==> config.mk <==
export PLATFORM = sky130hd
export DESIGN_NAME = erased_sector_judge
export DESIGN_NICKNAME = d
export VERILOG_FILES = /design/src/rtl/esj_pkg.sv /design/src/rtl/esj_zero_count.sv /design/src/rtl/esj_tally.sv /design/src/rtl/esj_ctrl.sv /design/src/rtl/erased_sector_judge.sv
export SDC_FILE = /design/constraint.sdc
export NUM_CORES = 1
export LEC_CHECK = 0
export CORE_MARGIN = 2
export CORE_UTILIZATION = 50
export DETAILED_ROUTE_END_ITERATION = 6
export PLACE_DENSITY = 0.85
export SETUP_SLACK_MARGIN = 0.1
export SLEW_MARGIN = 30
export SYNTH_ARGS = -nofsm -noshare
export SYNTH_HDL_FRONTEND = slang
export SYNTH_SLANG_ARGS = --single-unit
==> constraint.sdc <==
create_clock -name clk -period 2.4 [get_ports clk]
set_input_delay 0.6 -clock clk [delete_from_list [all_inputs] [get_ports clk]]
set_output_delay 0.6 -clock clk [all_outputs]
set_load 0.05 [all_outputs]
==> src/rtl/esj_pkg.sv <==
package esj_pkg;
    typedef enum logic [1:0] {
        ST_IDLE    = 2'd0,
        ST_COLLECT = 2'd1,
        ST_DECIDE  = 2'd2,
        ST_HOLD    = 2'd3
    } esj_state_e;

    typedef enum logic [1:0] {
        VERDICT_NONE   = 2'd0,
        VERDICT_CLEAN  = 2'd1,
        VERDICT_FORCE  = 2'd2,
        VERDICT_UNCORR = 2'd3
    } esj_verdict_e;
endpackage

==> src/rtl/esj_zero_count.sv <==
module esj_zero_count #(
    parameter int BYTE_W = 8,
    localparam int ZW = $clog2(BYTE_W + 1)
) (
    input  logic [BYTE_W-1:0] byte_i,
    output logic [ZW-1:0]     zeros_o
);
    always_comb begin
        zeros_o = '0;
        for (int b = 0; b < BYTE_W; b++) begin
            zeros_o = zeros_o + ZW'(~byte_i[b]);
        end
    end
endmodule

==> src/rtl/esj_tally.sv <==
module esj_tally #(
    parameter int CW  = 4,
    parameter int ZW  = 4,
    parameter int CAP = 9
) (
    input  logic          clk,
    input  logic          rst_n,
    input  logic          clr_i,
    input  logic          add_en_i,
    input  logic [ZW-1:0] add_i,
    output logic [CW-1:0] cnt_o
);
    localparam int SW = CW + ZW;

    logic [SW-1:0] sum;
    assign sum = SW'(cnt_o) + SW'(add_i);

    always_ff @(posedge clk or negedge rst_n) begin
        if (!rst_n) begin
            cnt_o <= '0;
        end else if (clr_i) begin
            cnt_o <= '0;
        end else if (add_en_i) begin
            cnt_o <= (sum > SW'(CAP)) ? CW'(CAP) : sum[CW-1:0];
        end
    end
endmodule

==> src/rtl/esj_ctrl.sv <==
module esj_ctrl
    import esj_pkg::*;
#(
    parameter int CW    = 4,
    parameter int LIMIT = 8
) (
    input  logic          clk,
    input  logic          rst_n,
    input  logic          start_i,
    input  logic          accept_last_i,
    input  logic [CW-1:0] data_cnt_i,
    input  logic [CW-1:0] ecc_cnt_i,
    output logic          ready_o,
    output logic          done_o,
    output esj_verdict_e  verdict_o
);
    esj_state_e   state_q, state_d;
    logic [CW:0]  total;
    esj_verdict_e judged;

    assign total   = {1'b0, data_cnt_i} + {1'b0, ecc_cnt_i};
    assign ready_o = (state_q == ST_COLLECT);

    always_comb begin
        if (total > (CW+1)'(LIMIT)) begin
            judged = VERDICT_UNCORR;
        end else if (data_cnt_i != '0) begin
            judged = VERDICT_FORCE;
        end else begin
            judged = VERDICT_CLEAN;
        end
    end

    always_comb begin
        state_d = state_q;
        if (start_i) begin
            state_d = ST_COLLECT;
        end else begin
            unique case (state_q)
                ST_IDLE:    state_d = ST_IDLE;
                ST_COLLECT: if (accept_last_i) state_d = ST_DECIDE;
                ST_DECIDE:  state_d = ST_HOLD;
                ST_HOLD:    state_d = ST_HOLD;
            endcase
        end
    end

    always_ff @(posedge clk or negedge rst_n) begin
        if (!rst_n) begin
            state_q <= ST_IDLE;
        end else begin
            state_q <= state_d;
        end
    end

    always_ff @(posedge clk or negedge rst_n) begin
        if (!rst_n) begin
            done_o    <= 1'b0;
            verdict_o <= VERDICT_NONE;
        end else if (start_i) begin
            done_o    <= 1'b0;
            verdict_o <= VERDICT_NONE;
        end else if (state_q == ST_DECIDE) begin
            done_o    <= 1'b1;
            verdict_o <= judged;
        end else begin
            done_o    <= 1'b0;
        end
    end
endmodule

==> src/rtl/erased_sector_judge.sv <==
module erased_sector_judge
    import esj_pkg::*;
#(
    parameter int DATA_BYTES = 512,
    parameter int ECC_BYTES  = 13,
    parameter int LIMIT      = 8,
    localparam int CW        = $clog2(LIMIT + 2)
) (
    input  logic          clk,
    input  logic          rst_n,
    input  logic          start_i,
    input  logic          in_valid_i,
    input  logic [7:0]    in_data_i,
    input  logic          in_last_i,
    output logic          in_ready_o,
    output logic          done_o,
    output logic [1:0]    verdict_o,
    output logic [CW-1:0] data_zeros_o,
    output logic [CW-1:0] ecc_zeros_o
);
    localparam int TOTAL = DATA_BYTES + ECC_BYTES;
    localparam int PW    = $clog2(TOTAL + 1);
    localparam int ZW    = $clog2(9);

    logic          accept;
    logic [PW-1:0] pos_q;
    logic          in_data_part;
    logic          halted;
    logic [ZW-1:0] zeros;
    logic [CW-1:0] cnt [2];
    logic [CW:0]   total;
    esj_verdict_e  verdict;

    assign accept       = in_valid_i && in_ready_o && !start_i;
    assign in_data_part = (pos_q < PW'(DATA_BYTES));
    assign total        = {1'b0, cnt[0]} + {1'b0, cnt[1]};
    assign halted       = (total > (CW+1)'(LIMIT));

    always_ff @(posedge clk or negedge rst_n) begin
        if (!rst_n) begin
            pos_q <= '0;
        end else if (start_i) begin
            pos_q <= '0;
        end else if (accept && pos_q != PW'(TOTAL)) begin
            pos_q <= pos_q + 1'b1;
        end
    end

    esj_zero_count #(.BYTE_W(8)) u_zc (
        .byte_i  (in_data_i),
        .zeros_o (zeros)
    );

    for (genvar g = 0; g < 2; g++) begin : g_lane
        logic lane_sel;
        assign lane_sel = (g == 0) ? in_data_part : !in_data_part;
        esj_tally #(.CW(CW), .ZW(ZW), .CAP(LIMIT + 1)) u_tally (
            .clk      (clk),
            .rst_n    (rst_n),
            .clr_i    (start_i),
            .add_en_i (accept && !halted && lane_sel),
            .add_i    (zeros),
            .cnt_o    (cnt[g])
        );
    end

    esj_ctrl #(.CW(CW), .LIMIT(LIMIT)) u_ctrl (
        .clk           (clk),
        .rst_n         (rst_n),
        .start_i       (start_i),
        .accept_last_i (accept && in_last_i),
        .data_cnt_i    (cnt[0]),
        .ecc_cnt_i     (cnt[1]),
        .ready_o       (in_ready_o),
        .done_o        (done_o),
        .verdict_o     (verdict)
    );

    assign verdict_o    = verdict;
    assign data_zeros_o = cnt[0];
    assign ecc_zeros_o  = cnt[1];
endmodule

==> metrics.cfg, run 1 <==
[global_routing]
antenna_found_initial = 0
grt_remaining_overflow = 0
grt_pass1_wl_um = 6930
grt_usage_pct = 21.6
grt_pass1_vias = 1506
grt_max_degree = 24

[clock_network]
htreeDepth = 1
cts_buffer_depth = 2
cts_tree = built
hold_buffers = 0
clk_root_buffer_cell = clkbuf_4
clock_latency_ns = 0.33
clock_sinks = 23
clk_pin_slew_ns = 0.14
cts_buffers = 3

[setup_path]
crit_start = in_data_i[0]
cp_data_arrival_time_ns = 4.31
cpMostUsedCell = fa_1
endpoint_kind = register
slowest_stage = fa_2
worstReg2RegStart = g_lane[1].u_tally.cnt_o[0]$_DFFE_PN0P_
cp-start-kind = input port
setup.worst_path.class = in -> reg
crit_required_ns = 2.60
critPathMaxStageDelay_ns = 0.57
cp_cell_sequence = buf_6 > fa_1 > inv_2 > fa_1 > fa_1 > ha_2 > fa_2 > inv_2 > fa_2 > nor2b_4 > a221oi_2 > a2111oi_2 > mux2i_1
reg2reg_depth = 8
cp_max_fo = 3

[cells_and_area]
layout.nets = 273
area_growth_pct = 33.7
final_common_cell = buf_4
antennaDiodeCount = 0
drive_above_1_share_pct = 26.0
fin_cells = 281
utilization_pct = 71.1
layout_common_cells = 30 x buf_4, 23 x dfrtp_1, 17 x nor2_1, 16 x ha_1, 16 x clkdlybuf4s50_1

[floorplanning]
io_pins = 25
die_x_um = 64.3
die_y_um = 64.3
die_area_um2 = 4130
initial_core_util_pct = 53.2
row_count = 21
core_um2 = 3420

[synthesis]
ys_ff_latch = 23
yosysUniqueCellTypes = 43
synth_xor_area_share_pct = 5.31
ys_seq_area_share_pct = 31.7
syn_avg_cell_area_um2 = 10.1
syn-num-nets = 216
synth_top_family_by_area = simple AND/OR/NAND/NOR gates
synth_compound_area_share_pct = 13.6
yosysWarnings = 0
synth_flop_cell = dfrtp_1
synth_top_area_share_pct = 31.7
ys_top_cells_by_area = dfrtp_1 32%, ha_1 12%, fa_1 7.7%, nor2_1 3.5%, xor2_1 3.4%
synth-async-reset-ratio_pct = 100
synth-edff-count = 0
muxShareOfSynthArea_pct = 4.62
synth.cell_area_um2 = 1820
synth-simple-area-share_pct = 21.4
netlist_instances = 179
synthAdderAreaFrac_pct = 19.4
synth_largest_area_cell = dfrtp_1

[place]
place.gp.congestion = 0.870
place_inst = 274
dpl.hpwl_um = 3040
port_buffers = 24
pre_cts_ws_ns = -2.47

[timing]
drv_slew = 0
fin_crit_sh_pct = 171
finalHoldViolCount = 0
rsz0062_at_grt = true
final.setup.tns_ns = -12.72
tightest_slew_ns = 0.595
clock-skew-final_ns = 0.0154
relSlewSlack_pct = 59.8
fmax_ghz = 0.244
fin_crit_ns = 4.10
finalSetupViolations = 8
setup_slack_ns = -1.70

[drt]
ant_nets = 0
drt-initial-drc-count = 125
wl_per_cell_um = 14.8
via_per_inst = 5.55
routed_wl_um = 4150
wl_met2_um = 2090
drcViolationCount = 0
drtPass1Iterations = 4
via_count = 1560
wl_met3_um = 114
wl_met1_um = 1810
top_layer = met4

[power_and_ir_drop]
p_per_area_nw_per_um2 = 765
fin_total_pwr_w = 0.00186
ir_drop_uv = 441
p_leak_nw = 1.24

[run_status]
status = finished with violations
violations = setup timing

[flow_run]
drv_cap = 0

[min_path]
hold_path.class = reg -> reg
hold_depth = 2
hold_start = u_ctrl.verdict_o[0]$_DFFE_PN0P_

## metal layers
| layer | GRT usage (%) | vias up |
|---|---|---|
| met5 | 0 | - |
| met4 | 8.78 | 0 |
| met3 | 4.05 | 12 |
| met2 | 37.0 | 26 |
| met1 | 26.7 | 771 |
| li1 | - | 751 |
## synthesized netlist by cell type (all sizes together) (4+ instances only)
library cell / n
and3: 4
nand2: 4
and2b: 4
nor2: 17
a21o: 4
mux2i: 5
nand2b: 8
nand3: 4
inv: 15
nor3: 7
xor2: 7
a21oi: 4
fa: 7
nor2b: 7
xnor2: 4
dfrtp: 23
ha: 17
## sequential cells by signal, indices dropped and copies added (netlist names)
register and flops:
u_ctrl.state_q 2, u_ctrl.verdict_o 2, u_ctrl.done_o 1, g_lane.u_tally.cnt_o 8, pos_q 10
## final cells by class
class	count	area, um2
Inverter	15	56.3
Timing Repair Buffer	54	465
Clock inverter	1	5.00
Tap cell	46	57.6
Multi-Input combinational cell	139	1240
Clock buffer	3	22.5
Fill cell	248	988
Sequential cell	23	576
## kinds of logic after synthesis
family | after synthesis
AO/OA/AOI/OAI | 29
AND/OR/NAND/NOR | 67
multiplexers | 8
flip-flops | 23
XOR/XNOR | 11
adder cells (fa/ha/maj) | 24
buffers and inverters | 17
## stage by stage
stage,hold slack (ns),area (um2)
3_3_place_gp,0.542,2330
2_1_floorplan,0.304,1840
5_1_grt,0.605,2430
6_report,0.576,2430
3_5_place_dp,0.555,2330
4_1_cts,0.580,2370
## where the power goes
group          internal [W]  switching [W]
Combinational      0.000586       0.000625
Clock             0.0000626       0.000130
Sequential         0.000420      0.0000333
## final timing paths
path / endpoint / slack, ns
worst max-delay path: g_lane[0].u_tally.cnt_o[0]$_DFFE_PN0P_ / -1.70
worst min-delay path: u_ctrl.verdict_o[0]$_DFFE_PN0P_ / 0.58
worst max register to register: g_lane[0].u_tally.cnt_o[1]$_DFFE_PN0P_ / -0.06
worst min register to register: u_ctrl.verdict_o[0]$_DFFE_PN0P_ / 0.58
max in group asynchronous: pos_q[8]$_DFFE_PN0P_ / 1.55
min in group asynchronous: pos_q[2]$_DFFE_PN0P_ / 0.59
## repair_timing
action,CTS,global route
setup buffers,1,2
setup endpoints to repair,9,13
gates resized for setup,20,8
pin swaps,12,5
## worst max-delay path: cells and delay by family
| kind | cells | cell delay (ns) |
|---|---|---|
| buf+inv | 3 | 0.18 |
| compound gates | 2 | 0.45 |
| mux | 1 | 0.12 |
| simple gates | 1 | 0.15 |
| fa+ha+maj | 6 | 2.80 |
(Power assumes the default switching activity.)
==> run 2, diff against run 1 <==
--- a/config.mk
+++ b/config.mk
@@ -9,7 +9,7 @@
 export CORE_UTILIZATION = 50
 export DETAILED_ROUTE_END_ITERATION = 6
 export PLACE_DENSITY = 0.85
-export SETUP_SLACK_MARGIN = 0.1
+export SETUP_SLACK_MARGIN = 0.15
 export SLEW_MARGIN = 30
 export SYNTH_ARGS = -nofsm -noshare
 export SYNTH_HDL_FRONTEND = slang
==> run 2 against run 1 <==
Effect of this change: the run still ends with setup timing left; routed wire length rose by 0.43%; combinational power barely moved; sequential share of layout area is essentially flat; clock skew fell by 0.0024 ns; sequential power is essentially flat; worst setup slack better by 0.0058 ns; largest power group unchanged; highest routed layer unchanged.
==> metrics.cfg, run 2 (synthesis results as in run 1) <==
[power_and_ir_drop]
ir_drop_uv = 455  ; +3.2%
fin_total_pwr_w = 0.00186  ; about the same
p_leak_nw = 1.25  ; +0.53%
p_per_area_nw_per_um2 = 763  ; -0.30%

[cells_and_area]
layout.nets = 273  ; unchanged
final.fill_count = 246  ; -0.81%
area_growth_pct = 34.0
multi_input_area_um2 = 1260  ; +1.1%
final_common_cell = buf_4
stdcell_area_um2 = 2430  ; +0.21%
largest-register = pos_q
drive_above_1_share_pct = 27.7  ; +1.7 points
top_regs = pos_q x10, g_lane.u_tally.cnt_o x8
layout_common_cells = 30 x buf_4, 23 x dfrtp_1, 17 x nor2_1, 15 x ha_1
largest_reg_flops = 10  ; unchanged
regArea_um2 = 576  ; unchanged
antennaDiodeCount = 0  ; unchanged

[place]
dpl.hpwl_um = 3040  ; unchanged
port_buffers = 24  ; unchanged
placedInstanceArea_um2 = 2330  ; unchanged
place.gp.congestion = 0.870  ; unchanged
pre_cts_ws_ns = -2.47  ; unchanged

[timing]
drv_slew = 0  ; unchanged
final.setup.tns_ns = -12.67  ; +0.0482 ns
tightest_slew_ns = 0.601  ; +0.00562 ns
whs_ns = 0.583  ; +0.00677 ns
fin_crit_ns = 4.10  ; -0.00580 ns
fmax_ghz = 0.244  ; +0.14%
setup_slack_ns = -1.70  ; +0.00580 ns
finalSetupViolations = 8  ; unchanged
finalHoldViolCount = 0  ; unchanged
fin_crit_sh_pct = 171  ; -0.24 points
relSlewSlack_pct = 59.4  ; -0.38 points
rsz0062_at_grt = true
clock-skew-final_ns = 0.0130  ; -0.00245 ns

[setup_path]
crit_required_ns = 2.60  ; about the same
cp-start-kind = input port
cp_max_fo = 3  ; unchanged
endpoint_kind = register
cp_data_arrival_time_ns = 4.30  ; about the same
path_buf_inv = 3  ; unchanged
slowest_stage = fa_2
crit_start = in_data_i[0]
cp_cell_sequence = buf_6 > fa_1 > inv_2 > fa_1 > fa_1 > ha_2 > fa_2 > inv_2 > fa_2 > nor2b_4 > a221oi_2 > a2111oi_2 > mux2i_1
setup.worst_path.class = in -> reg
reg2reg_to = g_lane[0].u_tally.cnt_o[1]$_DFFE_PN0P_
critPathTopFamily = adder cells
critPathMaxStageDelay_ns = 0.57  ; about the same
reg2reg_depth = 7  ; -1
rrSetupSlack_ns = -0.11  ; -0.05 ns
worstReg2RegStart = g_lane[0].u_tally.cnt_o[1]$_DFFE_PN0P_
cpMostUsedCell = fa_1

[clock_network]
cts_buffers = 3  ; unchanged
clk_pin_slew_ns = 0.14  ; about the same
hold_buffers = 0  ; unchanged
cts_buffer_depth = 2  ; unchanged
clock_latency_ns = 0.33  ; about the same
clock_sinks = 23  ; unchanged
cts_tree = built
htreeDepth = 1  ; unchanged
clk_root_buffer_cell = clkbuf_4

[run_status]
status = finished with violations
violations = setup timing

[drt]
routed_wl_um = 4170  ; +0.43%
drtPass1Iterations = 5  ; +1
drt-initial-drc-count = 94  ; -25%
via_count = 1580  ; +1.3%
drcViolationCount = 0  ; unchanged
via_per_inst = 5.62  ; +1.3%
ant_nets = 0  ; unchanged
wl_per_cell_um = 14.8  ; +0.43%

[min_path]
holdPathEnd = u_ctrl.verdict_o[1]$_DFFE_PN0P_
hold_depth = 2  ; unchanged
hold_path.class = reg -> reg
hold_start = u_ctrl.verdict_o[1]$_DFFE_PN0P_

[floorplanning]
row_count = 21  ; unchanged
initial_core_util_pct = 53.2  ; unchanged
io_pins = 25  ; unchanged
die_x_um = 64.3  ; unchanged
die_area_um2 = 4130  ; unchanged
die_y_um = 64.3  ; unchanged
core_um2 = 3420  ; unchanged

[global_routing]
antenna_found_initial = 0  ; unchanged
grt_remaining_overflow = 0  ; unchanged
grt_max_degree = 24  ; unchanged
grt_pass1_vias = 1506  ; unchanged
grt_pass1_wl_um = 6930  ; unchanged
grt_usage_pct = 21.6  ; unchanged

[flow_run]
drv_cap = 0  ; unchanged

==> run 2: changes by cell type in the layout (fill, tap and decap cells not counted), sizes merged <==
cell / before / now
clkdlybuf4s50: 16 / 12
dlygate4sd2: 1 / 6
dlymetal6s2s: 4 / 3
==> run 2: worst max path at each step <==
stage                                              to  slack, ns  cells after the start
6_report       g_lane[0].u_tally.cnt_o[0]$_DFFE_PN0P_      -1.70                     13
5_1_grt        g_lane[0].u_tally.cnt_o[0]$_DFFE_PN0P_      -1.86                     14
4_1_cts        g_lane[0].u_tally.cnt_o[0]$_DFFE_PN0P_      -1.68                     13
3_5_place_dp   g_lane[0].u_tally.cnt_o[0]$_DFFE_PN0P_      -2.47                     14
3_3_place_gp   g_lane[0].u_tally.cnt_o[0]$_DFFE_PN0P_      -2.28                     14
2_1_floorplan  g_lane[0].u_tally.cnt_o[0]$_DFFE_PN0P_      -1.77                     13
==> run 2: where the power goes <==
part | total, W | internal [W] | switching (W)
Combinational | 0.00121 | 0.000577 | 0.000633
Clock | 0.000191 | 0.0000626 | 0.000129
Sequential | 0.000454 | 0.000420 | 0.0000343
==> run 2: layout make-up <==
cell class / instances / area share [%]
timing repair buffer: 54 / 18.8
multi-input combinational: 139 / 51.7
clock buffer: 3 / 0.926
inverter: 15 / 2.31
clock inverter: 1 / 0.206
tap: 46 / 2.37
sequential: 23 / 23.7
==> run 2: what timing repair did <==
action,4_1_cts,5_1_grt
setup buffers,1,2
setup endpoints to repair,14,13
resized for setup,25,11
hold endpoints to repair,0,0
pin swaps,12,7
==> run 2: per-stage QoR <==
| stage | instances | utilization, % |
|---|---|---|
| finish | 281 | 71.2 |
| global route | 281 | 71.2 |
| CTS | 279 | 69.3 |
| detailed placement | 274 | 68.1 |
| global placement | 274 | 68.1 |
| floorplan | 179 | - |
==> run 2: metal layers <==
metal,vias up,GRT usage [%],part of all wire [%]
met5,-,0,0
met4,0,8.78,1.9
met3,6,4.05,3.6
met2,39,37.0,52
met1,783,26.7,43
li1,752,-,-
==> run 2: worst reg2reg max path, stage by stage, from the launching register on <==
cell,delay (ns)
dfrtp_1,0.46
inv_1,0.12
fa_1,0.54
and2b_1,0.16
a311oi_2,0.13
a211o_2,0.39
nor3_4,0.23
mux2_2,0.39
